`config.mk`:
```
export PLATFORM = sky130hd
export DESIGN_NAME = carry_arith_unit
export DESIGN_NICKNAME = d
export VERILOG_FILES = /design/src/rtl/cau_pkg.sv /design/src/rtl/cau_operand_sel.sv /design/src/rtl/cau_adder.sv /design/src/rtl/cau_flag_ctl.sv /design/src/rtl/carry_arith_unit.sv
export SDC_FILE = /design/constraint.sdc
export NUM_CORES = 1
export LEC_CHECK = 0
export BUFFER_PORTS_ARGS = -buffer_cell sky130_fd_sc_hd__buf_2
export CAP_MARGIN = 20
export CORE_ASPECT_RATIO = 1.4
export CORE_MARGIN = 8
export CORE_UTILIZATION = 55
export CTS_BUF_LIST = sky130_fd_sc_hd__clkbuf_4
export DETAILED_ROUTE_END_ITERATION = 12
export PLACE_DENSITY = 0.86
export SYNTH_ARGS = -nofsm -noshare
export SYNTH_HDL_FRONTEND = slang
export SYNTH_SLANG_ARGS = --single-unit
```
`constraint.sdc`:
```
create_clock -name clk -period 5.8 [get_ports clk]
set_input_delay 0.58 -clock clk [delete_from_list [all_inputs] [get_ports clk]]
set_output_delay 0.58 -clock clk [all_outputs]
set_load 0.05 [all_outputs]
```
`src/rtl/cau_pkg.sv`:
```
package cau_pkg;

   typedef enum logic [3:0] {
      OPC_ADD   = 4'd0,
      OPC_ADDX  = 4'd1,
      OPC_ADDM  = 4'd2,
      OPC_ADDZ  = 4'd3,
      OPC_SUBF  = 4'd4,
      OPC_SUBFX = 4'd5,
      OPC_SUBFM = 4'd6,
      OPC_SUBFZ = 4'd7,
      OPC_NEG   = 4'd8
   } cau_op_e;

   typedef struct packed {
      logic ca;
      logic ov;
      logic so;
   } cau_flags_t;

endpackage

```
`src/rtl/cau_operand_sel.sv`:
```
module cau_operand_sel
   import cau_pkg::*;
#(
   parameter int WIDTH = 32
) (
   input  logic [3:0]       op_code,
   input  logic [WIDTH-1:0] opnd_a,
   input  logic [WIDTH-1:0] opnd_b,
   input  logic             ca_in,
   output logic [WIDTH-1:0] add_x,
   output logic [WIDTH-1:0] add_y,
   output logic             add_cin
);

   localparam logic [WIDTH-1:0] ALL_ONES = {WIDTH{1'b1}};
   localparam logic [WIDTH-1:0] ALL_ZERO = {WIDTH{1'b0}};

   cau_op_e op;
   assign op = cau_op_e'(op_code);

   always_comb begin
      add_x   = opnd_a;
      add_y   = opnd_b;
      add_cin = 1'b0;
      unique case (op)
         OPC_ADDX: begin
            add_cin = ca_in;
         end
         OPC_ADDM: begin
            add_y   = ALL_ONES;
            add_cin = ca_in;
         end
         OPC_ADDZ: begin
            add_y   = ALL_ZERO;
            add_cin = ca_in;
         end
         OPC_SUBF: begin
            add_x   = ~opnd_a;
            add_cin = 1'b1;
         end
         OPC_SUBFX: begin
            add_x   = ~opnd_a;
            add_cin = ca_in;
         end
         OPC_SUBFM: begin
            add_x   = ~opnd_a;
            add_y   = ALL_ONES;
            add_cin = ca_in;
         end
         OPC_SUBFZ: begin
            add_x   = ~opnd_a;
            add_y   = ALL_ZERO;
            add_cin = ca_in;
         end
         OPC_NEG: begin
            add_x   = ~opnd_a;
            add_y   = ALL_ZERO;
            add_cin = 1'b1;
         end
         default: begin
            add_x   = opnd_a;
            add_y   = opnd_b;
            add_cin = 1'b0;
         end
      endcase
   end

endmodule

```
`src/rtl/cau_adder.sv`:
```
module cau_adder #(
   parameter int WIDTH      = 32,
   parameter bit USE_RIPPLE = 1'b0
) (
   input  logic [WIDTH-1:0] add_x,
   input  logic [WIDTH-1:0] add_y,
   input  logic             add_cin,
   output logic [WIDTH-1:0] sum,
   output logic             cout,
   output logic             ovf
);

   localparam int MSB = WIDTH - 1;

   if (USE_RIPPLE) begin : g_ripple
      logic [WIDTH:0] carry;
      assign carry[0] = add_cin;
      for (genvar i = 0; i < WIDTH; i++) begin : g_bit
         assign sum[i]     = add_x[i] ^ add_y[i] ^ carry[i];
         assign carry[i+1] = (add_x[i] & add_y[i]) | (carry[i] & (add_x[i] ^ add_y[i]));
      end
      assign cout = carry[WIDTH];
      assign ovf  = carry[WIDTH] ^ carry[MSB];
   end else begin : g_fast
      logic [WIDTH:0] full;
      logic           c_into_msb;
      assign full       = {1'b0, add_x} + {1'b0, add_y} + {{WIDTH{1'b0}}, add_cin};
      assign sum        = full[MSB:0];
      assign cout       = full[WIDTH];
      assign c_into_msb = add_x[MSB] ^ add_y[MSB] ^ full[MSB];
      assign ovf        = cout ^ c_into_msb;
   end

endmodule

```
`src/rtl/cau_flag_ctl.sv`:
```
module cau_flag_ctl
   import cau_pkg::*;
(
   input  cau_flags_t cur,
   input  logic       op_valid,
   input  logic       ov_en,
   input  logic       ca_en,
   input  logic       so_clear,
   input  logic       cout,
   input  logic       ovf,
   output cau_flags_t nxt
);

   logic take_ov;
   logic take_ca;

   assign take_ov = op_valid & ov_en;
   assign take_ca = op_valid & ca_en;

   always_comb begin
      nxt.ca = take_ca ? cout : cur.ca;
      nxt.ov = take_ov ? ovf  : cur.ov;
      nxt.so = (cur.so & ~so_clear) | (take_ov & ovf);
   end

endmodule

```
`src/rtl/carry_arith_unit.sv`:
```
module carry_arith_unit
   import cau_pkg::*;
#(
   parameter int WIDTH      = 32,
   parameter bit USE_RIPPLE = 1'b0
) (
   input  logic             clk,
   input  logic             rst,
   input  logic             op_valid,
   input  logic [3:0]       op_code,
   input  logic [WIDTH-1:0] opnd_a,
   input  logic [WIDTH-1:0] opnd_b,
   input  logic             ov_en,
   input  logic             ca_en,
   input  logic             so_clear,
   output logic [WIDTH-1:0] res_q,
   output logic             ca_q,
   output logic             ov_q,
   output logic             so_q
);

   if (WIDTH < 2) begin : g_width_check
      $error("carry_arith_unit: WIDTH must be at least 2");
   end

   cau_flags_t       flags_q;
   cau_flags_t       flags_d;
   logic [WIDTH-1:0] add_x;
   logic [WIDTH-1:0] add_y;
   logic             add_cin;
   logic [WIDTH-1:0] sum;
   logic             cout;
   logic             ovf;

   cau_operand_sel #(.WIDTH(WIDTH)) u_sel (
      .op_code (op_code),
      .opnd_a  (opnd_a),
      .opnd_b  (opnd_b),
      .ca_in   (flags_q.ca),
      .add_x   (add_x),
      .add_y   (add_y),
      .add_cin (add_cin)
   );

   cau_adder #(.WIDTH(WIDTH), .USE_RIPPLE(USE_RIPPLE)) u_add (
      .add_x   (add_x),
      .add_y   (add_y),
      .add_cin (add_cin),
      .sum     (sum),
      .cout    (cout),
      .ovf     (ovf)
   );

   cau_flag_ctl u_flags (
      .cur      (flags_q),
      .op_valid (op_valid),
      .ov_en    (ov_en),
      .ca_en    (ca_en),
      .so_clear (so_clear),
      .cout     (cout),
      .ovf      (ovf),
      .nxt      (flags_d)
   );

   always_ff @(posedge clk) begin
      if (rst) begin
         res_q   <= '0;
         flags_q <= '0;
      end else begin
         flags_q <= flags_d;
         if (op_valid) begin
            res_q <= sum;
         end
      end
   end

   assign ca_q = flags_q.ca;
   assign ov_q = flags_q.ov;
   assign so_q = flags_q.so;

endmodule

```
==> summary.md, run 1 <==
| Metric | Value |
|---|---|
| Overall power consumption | 1.21 mW |
| DR iter-0 viols | 193 |
| Vias per cell | 6.04 |
| Hold_sp | so_q$_SDFF_PP0_ |
| Upper clock frequency limit | 235 MHz |
| Largest net degree at the start of global routing | 39 |
| Mapped Area | 0.00355 mm2 |
| Slew Viols, Final | 0 |
| CTS tree | built |
| Cells along the critical path | buf_2, inv_1, nor4_1, buf_4, nor2_1, buf_4, a21o_1, ha_1, nor2b_1, o31ai_1, a21oi_1, a211oi_2, o211ai_2, a41oi_2, xor2_1, o22ai_1 |
| Fin util | 67.1% |
| Origin of the critical flop-to-flop path | ca_q$_SDFFE_PP0P_ |
| Hold Path Class | reg -> reg |
| Number of CTS-inserted buffers | 5 |
| HPWL after DPL | 8190 um |
| Setup Skew | 10.6 ps |
| Die H | 111 um |
| Commonest non-fill, non-tap cell in the layout | buf_2 |
| CORE AREA | 0.00625 mm2 |
| Fin cells | 610 |
| N_diodes | 0 |
| CP Launch Type | primary input |
| # port buffers | 108 |
| Commonest cells after routing, fill and taps aside | 108 x buf_2, 49 x nor2_1, 46 x xnor2_1 |
| First-pass GRT wire length | 17000 um |
| Setup WS pre-CTS | 1210 ps |
| Post-route cell area | 0.00419 mm2 |
| Worst setup path class | in -> reg |
| Crit Path Max Fanout | 15 |
| Syn nets | 543 |
| # clock sinks | 35 |
| GRT Total Usage | 21.3% |
| Reg2reg end | res_q[22]$_SDFFE_PP0P_ |
| Root buf cell | clkbuf_4 |
| Slew @ Worst Pin | 847 ps |
| Crit. End Element | register |
| Vias in the first global route | 3790 |
| DR DRC count | 0 |
| Max_cap viols | 0 |
| EDFF count, synth | 0 |
| Initial Util | 56.8% |
| Tcrit/Tclk final | 73.4% |
| TNS Setup | 0 ps |
| CP required | 6030 ps |
| CP max-delay cell | nor2_1 |
| Reg2Reg Setup Slack | 2340 ps |
| Row count | 34 |
| Worst rel slew slack | 43.3% |
| Post-CTS sizing | 0 |
| Leak | 2.08 nW |
| RSZ-0062 raised after global routing | false |
| Flops & latches, synth | 35 |
| P per Cell Area | 288 mW/mm2 |
| Clock insertion delay at the later pin of the skew report | 350 ps |
| H-tree levels | 2 |
| Syn avg cell area | 8.15 um2 |
| Crit path time final | 4260 ps |
| Worst Setup SP | op_code[3] |
| Worst Setup EP | res_q[31]$_SDFFE_PP0P_ |
| Setup Fix Bufs, Post-CTS | 0 |
| Worst-case reg-to-reg path depth | 13 |
| Final hold vios | 0 |
| Detailed-route via count | 3682 |
| Syn Inst Count | 436 |
| Final Setup Violations | 0 |
| Remaining antenna violation count | 0 |
| Synth unique cells | 65 |
| Share of layout cells above drive strength 1 | 26.4% |
| Worst path most repeated cell | buf_4 |
| WP data arrival | 4490 ps |
| Worst-case clock buffer depth | 2 |
| CTS Hold Bufs | 0 |
| Total gr overflow | 0 |
| Top_reg_cell synth | dfxtp_1 |
| Final WL | 10500 um |
| Die Wd | 83.9 um |
| Outcome | finished clean |
| Num ports | 109 |
| Initial antenna violation count | 0 |
| # placed instances | 602 |
| Die ar. | 0.00932 mm2 |
| Synth-to-layout area growth | 18.1% |
| Final Worst Setup Slack | 1540 ps |
| Worst-path clk slew | 130 ps |
| Critical Path Max Stage Delay | 660 ps |
| Layout Nets | 644 |
| Drt pass-1 iters | 5 |
| Placed Instance Area | 0.00414 mm2 |
| Syn. warnings | 0 |
| Wire per inst | 17.2 um |
| Maximum VDD drop | 171 uV |
| Sequential share of the synthesized area | 19.7% |
| GPL Wtd Cong | 0.964 |
| Post-synth ARST share | 0% |
| Hold WS | 458 ps |
-- state kept, by name (all words and copies together), names as in the netlist --
signal / count
ov_q: 1
ca_q: 1
res_q: 32
so_q: 1
-- worst max-delay path: cells and delay by family --
family                   cells  cell delay, ps
AND/OR/NAND/NOR              3             890
XOR/XNOR                     1             170
AO/OA/AOI/OAI                7            1850
adder cells (fa/ha/maj)      1             230
buffers and inverters        4             760
-- logic make-up after synthesis --
group           synth area share (%)
compound gates                  28.6
xor+xnor                        14.1
fa+ha+maj                       12.0
buf+inv                         4.05
flops                           19.7
mux                             5.11
simple gates                    16.4
-- worst min-delay path by stage --
stage                 endpoint  slack, ps  cells past startpoint
2_1_floorplan  so_q$_SDFF_PP0_        660                      2
3_3_place_gp   so_q$_SDFF_PP0_        440                      2
3_5_place_dp   so_q$_SDFF_PP0_        450                      2
4_1_cts        so_q$_SDFF_PP0_        460                      4
5_1_grt        so_q$_SDFF_PP0_        450                      4
6_report       so_q$_SDFF_PP0_        460                      2
-- layout make-up --
type / instances / area (um2)
inverter: 11 / 41.3
clock inverter: 3 / 20.0
sequential: 35 / 701
tap: 72 / 90.1
fill: 546 / 2060
multi-input combinational: 370 / 2720
clock buffer: 5 / 37.5
timing repair buffer: 114 / 586
-- synthesized netlist by cell type (all sizes together) (9+ instances only) --
library cell,count,share of area (%)
a211oi,11,2.9
a21o,33,7.1
a21oi,30,4.2
clkbuf,16,2.3
dfxtp,35,20
ha,31,11
inv,11,1.2
mux2i,17,4.8
nand2,24,2.5
nand3,9,1.3
nor2,49,5.2
o21a,13,2.7
o21ai,18,2.5
xnor2,46,11
xor2,11,2.7
-- metal layers --
metal,vias to the layer above,track usage (%),routed length (um)
met5,-,0,0
met4,0,9.83,359
met3,27,5.00,582
met2,122,39.8,5510
met1,1739,21.3,4040
li1,1794,-,-
-- where the power goes --
group / internal [mW] / leakage [nW] / total (mW) / switching [mW]
Combinational: 0.285 / 1.76 / 0.762 / 0.478
Sequential: 0.283 / 0.289 / 0.303 / 0.0207
Clock: 0.0466 / 0.0288 / 0.143 / 0.0968
No activity file was read; power rests on OpenSTA's default activity.
==> inputs of run 2 (changes only) <==
ABC_AREA = 1   (was not set)
PLACE_DENSITY = 0.84   (was 0.86)
clock period = 4.4 ns   (was 5.8 ns; I/O delays follow)
==> run 2 against run 1 <==
Worst setup slack got worse by 400 ps. Area after synthesis up 18%. Routed wire length rose by 28%. Register-to-register slack worse by 670 ps. Power up 39%. Critical path type unchanged. Largest power group unchanged. Highest routed layer unchanged.
==> summary.md, run 2 <==
| Metric | Value |
|---|---|
| Clock insertion delay at the later pin of the skew report | 350 ps (about the same) |
| Cells along the critical path | buf_2, nor2_2, nand2_1, o22ai_2, nor2_2, a21oi_1, fa_1, inv_2, fa_1, nand2_1, nand2_1, nand4_1, nand2_1, nand2_1, nand2_1, a21oi_1, nor2_1, nor2_1, nor2_1 |
| Initial Util | 56.8% (about the same) |
| Synth-to-layout area growth | 16.4% |
| Worst-path clk slew | 120 ps (about the same) |
| WP data arrival | 3500 ps (-990 ps) |
| Grt met2 use | 51.3% (+12 points) |
| Top_reg_cell synth | dfxtp_1 |
| Commonest cells after routing, fill and taps aside | 238 x nand2_1, 126 x nor2_1, 110 x inv_1 |
| Max reg flops | 32 (unchanged) |
| Biggest register | res_q |
| Wire per inst | 14.2 um (-17%) |
| HPWL after DPL | 11300 um (+38%) |
| Worst setup path class | in -> reg |
| CP required | 4640 ps (-1390 ps) |
| Crit path buf inv count | 2 (-2) |
| # placed instances | 936 (+55%) |
| GR Util met3 | 4.09% (-0.91 points) |
| Maximum VDD drop | 281 uV (+65%) |
| Max_cap viols | 0 (unchanged) |
| Worst path most repeated cell | nand2_1 |
| Vias per cell | 5.08 (-16%) |
| Critical Path Max Stage Delay | 400 ps (-260 ps) |
| RSZ-0062 raised after global routing | false |
| Origin of the critical flop-to-flop path | ca_q$_SDFFE_PP0P_ |
| Final hold vios | 0 (unchanged) |
| Syn avg cell area | 5.63 um2 (-31%) |
| Die H | 119 um (+7.5%) |
| Num ports | 109 (unchanged) |
| Layout Nets | 953 (+48%) |
| GPL Wtd Cong | 0.895 (-7.1%) |
| Crit. End Element | register |
| Final Setup Violations | 0 (unchanged) |
| P per Cell Area | 343 mW/mm2 (+19%) |
| Post-CTS sizing | 0 (unchanged) |
| Setup Skew | 8.13 ps (-2.44 ps) |
| Overall power consumption | 1.68 mW (+39%) |
| Root buf cell | clkbuf_4 |
| Largest net degree at the start of global routing | 53 (+36%) |
| Hold WS | 360 ps (-97.5 ps) |
| DR DRC count | 0 (unchanged) |
| Synth unique cells | 31 (-52%) |
| Crit Path Max Fanout | 10 (-5) |
| Syn Inst Count | 747 (+71%) |
| Row count | 37 (+8.8%) |
| Yosys top cell by area | nand2_1 |
| Crit path time final | 3260 ps |
| Detailed-route via count | 4793 (+30%) |
| Hold Path Class | in -> reg |
| Mapped Area | 0.00420 mm2 (+18%) |
| CP Launch Type | primary input |
| Count leader, synth | nand2_1 |
| GRT Total Usage | 25.3% (+4.0 points) |
| Commonest non-fill, non-tap cell in the layout | nand2_1 |
| Worst-case clock buffer depth | 2 (unchanged) |
| Worst-case reg-to-reg path depth | 17 (+4) |
| H-tree levels | 2 (unchanged) |
| Drt pass-1 iters | 5 (unchanged) |
| Final WL | 13400 um (+28%) |
| Top post-synthesis cells by count | 238 x nand2_1, 126 x nor2_1, 110 x inv_1 |
| Die Wd | 89.9 um (+7.1%) |
| Syn nets | 854 (+57%) |
| Leak | 3.05 nW (+46%) |
| Worst Setup SP | op_code[1] |
| Outcome | finished clean |
| CTS tree | built |
| Setup Fix Bufs, Post-CTS | 0 (unchanged) |
| Flops & latches, synth | 35 (unchanged) |
| Slew Viols, Final | 0 (unchanged) |
| Number of CTS-inserted buffers | 5 (unchanged) |
| Slew @ Worst Pin | 888 ps (+41.5 ps) |
| Remaining antenna violation count | 0 (unchanged) |
| TNS Setup | 0 ps (unchanged) |
| N_diodes | 0 (unchanged) |
| Vias in the first global route | 5013 (+32%) |
| Share of layout cells above drive strength 1 | 17.7% (-8.7 points) |
| Die ar. | 0.0107 mm2 (+15%) |
| First-pass GRT wire length | 22400 um (+32%) |
| DR iter-0 viols | 207 (+7.3%) |
| CP delay by family, top | simple AND/OR/NAND/NOR gates |
| EDFF count, synth | 0 (unchanged) |
| Total gr overflow | 0 (unchanged) |
| WP depth | 19 (+3) |
| CTS Hold Bufs | 0 (unchanged) |
| Post-synth ARST share | 0% (unchanged) |
| Initial antenna violation count | 0 (unchanged) |
| Most crowded layer after global routing | met2 |
| Syn. warnings | 0 (unchanged) |
| Met1 GRT Util | 22.3% (+1.1 points) |
| Hold depth | 4 (+2) |
| Top post-synthesis cells by area | nand2_1 21%, dfxtp_1 17%, nor2_1 11%, inv_1 9.8%, ha_1 9.2% |
| # port buffers | 108 (unchanged) |
| Yosys top cell area share | 21.3% (+1.5 points) |
| CP max-delay cell | fa_1 |
| Fin cells | 944 (+55%) |
| Upper clock frequency limit | 307 MHz |
| Sequential share of the synthesized area | 16.7% (-3.1 points) |
| Hold_sp | so_clear |
| Tcrit/Tclk final | 74.0% |
| Worst rel slew slack | 40.8% (-2.6 points) |
| CORE AREA | 0.00741 mm2 (+18%) |
| # clock sinks | 35 (unchanged) |
## run 2: changes by cell type in the layout (fill, tap and decap cells not counted), sizes merged, moves of 8 or more
| cell | previous run | this run |
|---|---|---|
| nand3 | 9 | 35 |
| nand2 | 24 | 248 |
| mux2i | 17 | 0 |
| a21o | 33 | 3 |
| o21bai | 1 | 9 |
| xnor2 | 46 | 1 |
| nor2 | 49 | 132 |
| a211oi | 11 | 0 |
| inv | 11 | 117 |
| o21a | 13 | 0 |
| xor2 | 11 | 44 |
## run 2: path summary, 6_finish.rpt
path	slack [ps]	end
max reg2reg	1670	res_q[18]$_SDFFE_PP0P_
max	1140	res_q[18]$_SDFFE_PP0P_
min	360	so_q$_SDFF_PP0_
min reg2reg	490	ov_q$_SDFFE_PP0P_
## run 2: area by class of cell
type / count / area (um2)
Clock buffer: 5 / 37.5
Clock inverter: 3 / 43.8
Fill cell: 746 / 2510
Inverter: 117 / 439
Multi-Input combinational cell: 577 / 3000
Sequential cell: 35 / 701
Tap cell: 97 / 121
Timing Repair Buffer: 110 / 556
## run 2: cells by family after synthesis
kind of cell / synth area share (%)
DFF: 16.7
buffers and inverters: 12.2
AOI/OAI and AO/OA: 10.2
xor gates and xnor gates: 9.38
adders and majority gates: 10.2
and+or+nand+nor: 41.3
## run 2: tightest hold or removal path: cells and delay by family
family,cells,cell delay [ps]
buf+inv,2,120
simple gates,1,70
compound gates,1,60
## run 2: where the power goes
group	switching (mW)	total [mW]	leakage (nW)	internal [mW]
clock network	0.123	0.243	0.0452	0.119
registers	0.0211	0.381	0.291	0.360
logic	0.723	1.05	2.71	0.331
## run 2: routing by layer
| metal | wire length (um) | share of wire, % |
|---|---|---|
| met1 | 4630 | 34 |
| met4 | 810 | 6.0 |
| met2 | 7440 | 55 |
| met3 | 571 | 4.2 |
| met5 | 0 | 0 |
## run 2: per-stage QoR
stage | worst slack, ps | instance area (um2) | utilization (%)
after CTS | 1120 | 4890 | 66.1
after global placement | 837 | 4810 | 65.0
final | 1140 | 4890 | 66.1
after global routing | 855 | 4890 | 66.1
after floorplan | 1480 | 4200 | -
after detailed placement | 755 | 4810 | 65.0
==> inputs of run 3 (changes only) <==
ABC_AREA = 0   (was 1)
CORE_UTILIZATION = 54   (was 55)
clock period = 3.39 ns   (was 4.4 ns; I/O delays follow)
==> run 3 against run 2 <==
Global-route usage decreased by 1.7 points. Utilization is 8.3 points higher. Clock skew increased by 2.2 ps. Register-to-register slack got worse by 1500 ps.
==> summary.md, run 3 (synthesized netlist as in run 1, its figures left out) <==
| Metric | Value |
|---|---|
| Crit path buf inv count | 4 (+2) |
| Worst-path clk slew | 130 ps (about the same) |
| Setup Skew | 10.3 ps (+2.21 ps) |
| Upper clock frequency limit | 306 MHz |
| Initial antenna violation count | 0 (unchanged) |
| Drt pass-1 iters | 4 (-1) |
| Worst path most repeated cell | buf_4 |
| # clock sinks | 35 (unchanged) |
| H-tree levels | 2 (unchanged) |
| HPWL after DPL | 9400 um (-17%) |
| Final hold vios | 0 (unchanged) |
| DR iter-0 viols | 163 (-21%) |
| Die Wd | 84.5 um (-5.9%) |
| Setup Fix Bufs, Post-CTS | 0 (unchanged) |
| Placed Instance Area | 0.00475 mm2 (-1.4%) |
| Worst setup path class | in -> reg |
| CP delay by family, top | compound AO/OA/AOI/OAI gates |
| Crit Path Max Fanout | 22 (+12) |
| Hold Path Class | in -> reg |
| Vias in the first global route | 4100 (-18%) |
| CP required | 3620 ps (-1020 ps) |
| Final Setup Violations | 0 (unchanged) |
| Commonest cells after routing, fill and taps aside | 108 x buf_2, 74 x buf_4, 47 x nor2_1 |
| Num ports | 109 (unchanged) |
| DR DRC count | 0 (unchanged) |
| Crit path time final | 3270 ps |
| TNS Setup | 0 ps (unchanged) |
| Synth-to-layout area growth | 35.7% |
| Die ar. | 0.00947 mm2 (-12%) |
| Row count | 35 (-5.4%) |
| Layout Nets | 715 (-25%) |
| # port buffers | 108 (unchanged) |
| Final WL | 11600 um (-14%) |
| Total gr overflow | 0 (unchanged) |
| Commonest non-fill, non-tap cell in the layout | buf_2 |
| Critical Path Max Stage Delay | 310 ps (-90 ps) |
| GPL Wtd Cong | 0.969 (+8.2%) |
| CORE AREA | 0.00648 mm2 (-12%) |
| Biggest register | res_q |
| Worst-case clock buffer depth | 2 (unchanged) |
| Worst rel slew slack | 50.9% (+10 points) |
| P per Cell Area | 472 mW/mm2 (+38%) |
| Cells along the critical path | buf_2, nor4_4, buf_4, a21oi_4, buf_12, xnor2_1, ha_1, nor2b_1, o31ai_1, a21oi_1, a211oi_2, buf_4, o211ai_2, a41oi_2, xor2_1, o22ai_1 |
| Max reg flops | 32 (unchanged) |
| Largest net degree at the start of global routing | 37 (-30%) |
| Leak | 2.44 nW (-20%) |
| Post-route cell area | 0.00482 mm2 (-1.5%) |
| Maximum VDD drop | 284 uV (+1.0%) |
| Root buf cell | clkbuf_4 |
| First-pass GRT wire length | 18400 um (-18%) |
| GRT Total Usage | 23.6% (-1.7 points) |
| Outcome | finished clean |
| Die H | 112 um (-6.3%) |
| Tcrit/Tclk final | 96.5% |
| Vias per cell | 5.76 (+13%) |
| Initial Util | 54.8% (-1.9 points) |
| WP data arrival | 3500 ps (about the same) |
| Number of CTS-inserted buffers | 5 (unchanged) |
| N_diodes | 0 (unchanged) |
| Remaining antenna violation count | 0 (unchanged) |
| Detailed-route via count | 3934 (-18%) |
| CTS tree | built |
| CP Launch Type | primary input |
| CP max-delay cell | a41oi_2 |
| Slew @ Worst Pin | 737 ps (-151 ps) |
| Clock insertion delay at the later pin of the skew report | 360 ps (about the same) |
| Crit. End Element | register |
| RSZ-0062 raised after global routing | false |
| Max_cap viols | 0 (unchanged) |
| Share of layout cells above drive strength 1 | 36.1% (+18 points) |
| Slew Viols, Final | 0 (unchanged) |
| Wire per inst | 17.0 um (+19%) |
## run 3: through the flow
stage | total power [mW] | instances | utilization (%) | hold WS (ps) | worst slack (ps)
2_1_floorplan | 1.54 | 436 | - | 508 | 8.21
6_report | 2.27 | 683 | 74.4 | 215 | 118
5_1_grt | 2.42 | 683 | 74.4 | 214 | 4.36
3_3_place_gp | 1.99 | 675 | 73.2 | 436 | -189
3_5_place_dp | 2.03 | 675 | 73.2 | 441 | -246
4_1_cts | 2.27 | 683 | 74.0 | 212 | 153
## run 3: layout make-up
class / instances / area [um2]
clock inverters: 3 / 15.0
clock buffers: 5 / 37.5
flip-flops and latches: 35 / 701
inverters: 11 / 41.3
multi-input cells: 370 / 2780
repair buffers: 185 / 1160
well taps: 74 / 92.6
fillers: 504 / 1660
## run 3: timing repair
action | CTS | global route
gates resized for setup | 0 | 3
hold endpoints to repair | 0 | 0
hold buffers | 0 | 0
setup endpoints to repair | 0 | 2
## run 3: path summary, 6_finish.rpt
check	from	end	slack, ps	depth (start not counted)
worst max-delay path	op_code[2]	res_q[31]$_SDFFE_PP0P_	120	16
worst max register to register	ca_q$_SDFFE_PP0P_	res_q[26]$_SDFFE_PP0P_	220	13
worst min register to register	so_q$_SDFF_PP0_	so_q$_SDFF_PP0_	450	2
worst min-delay path	so_clear	so_q$_SDFF_PP0_	210	4
## run 3: layer usage
metal  global-route usage [%]  part of all wire, %  vias to the layer above
li1                         -                    -                     1933
met2                     44.5                   54                      140
met1                     23.5                   37                     1825
met3                     4.86                  5.6                       36
met4                     12.2                  3.7                        0
met5                        0                    0                        -
## run 3: where the power goes
| part | switching, mW | internal (mW) |
|---|---|---|
| registers | 0.0406 | 0.484 |
| logic | 0.865 | 0.647 |
| clock network | 0.163 | 0.0761 |
| total | 1.07 | 1.21 |
## run 3: worst register-to-register path, stage by stage (launching register included)
cell and delay [ps]:
dfxtp_1 350, mux2_2 260, a21oi_1 180, fa_2 230, inv_1 60, fa_2 340
a21o_2 240, a221oi_4 280, nand3b_1 190, nand4b_4 180, a21boi_2 190, o21ai_1 90
nor4b_1 160, a311o_1 340
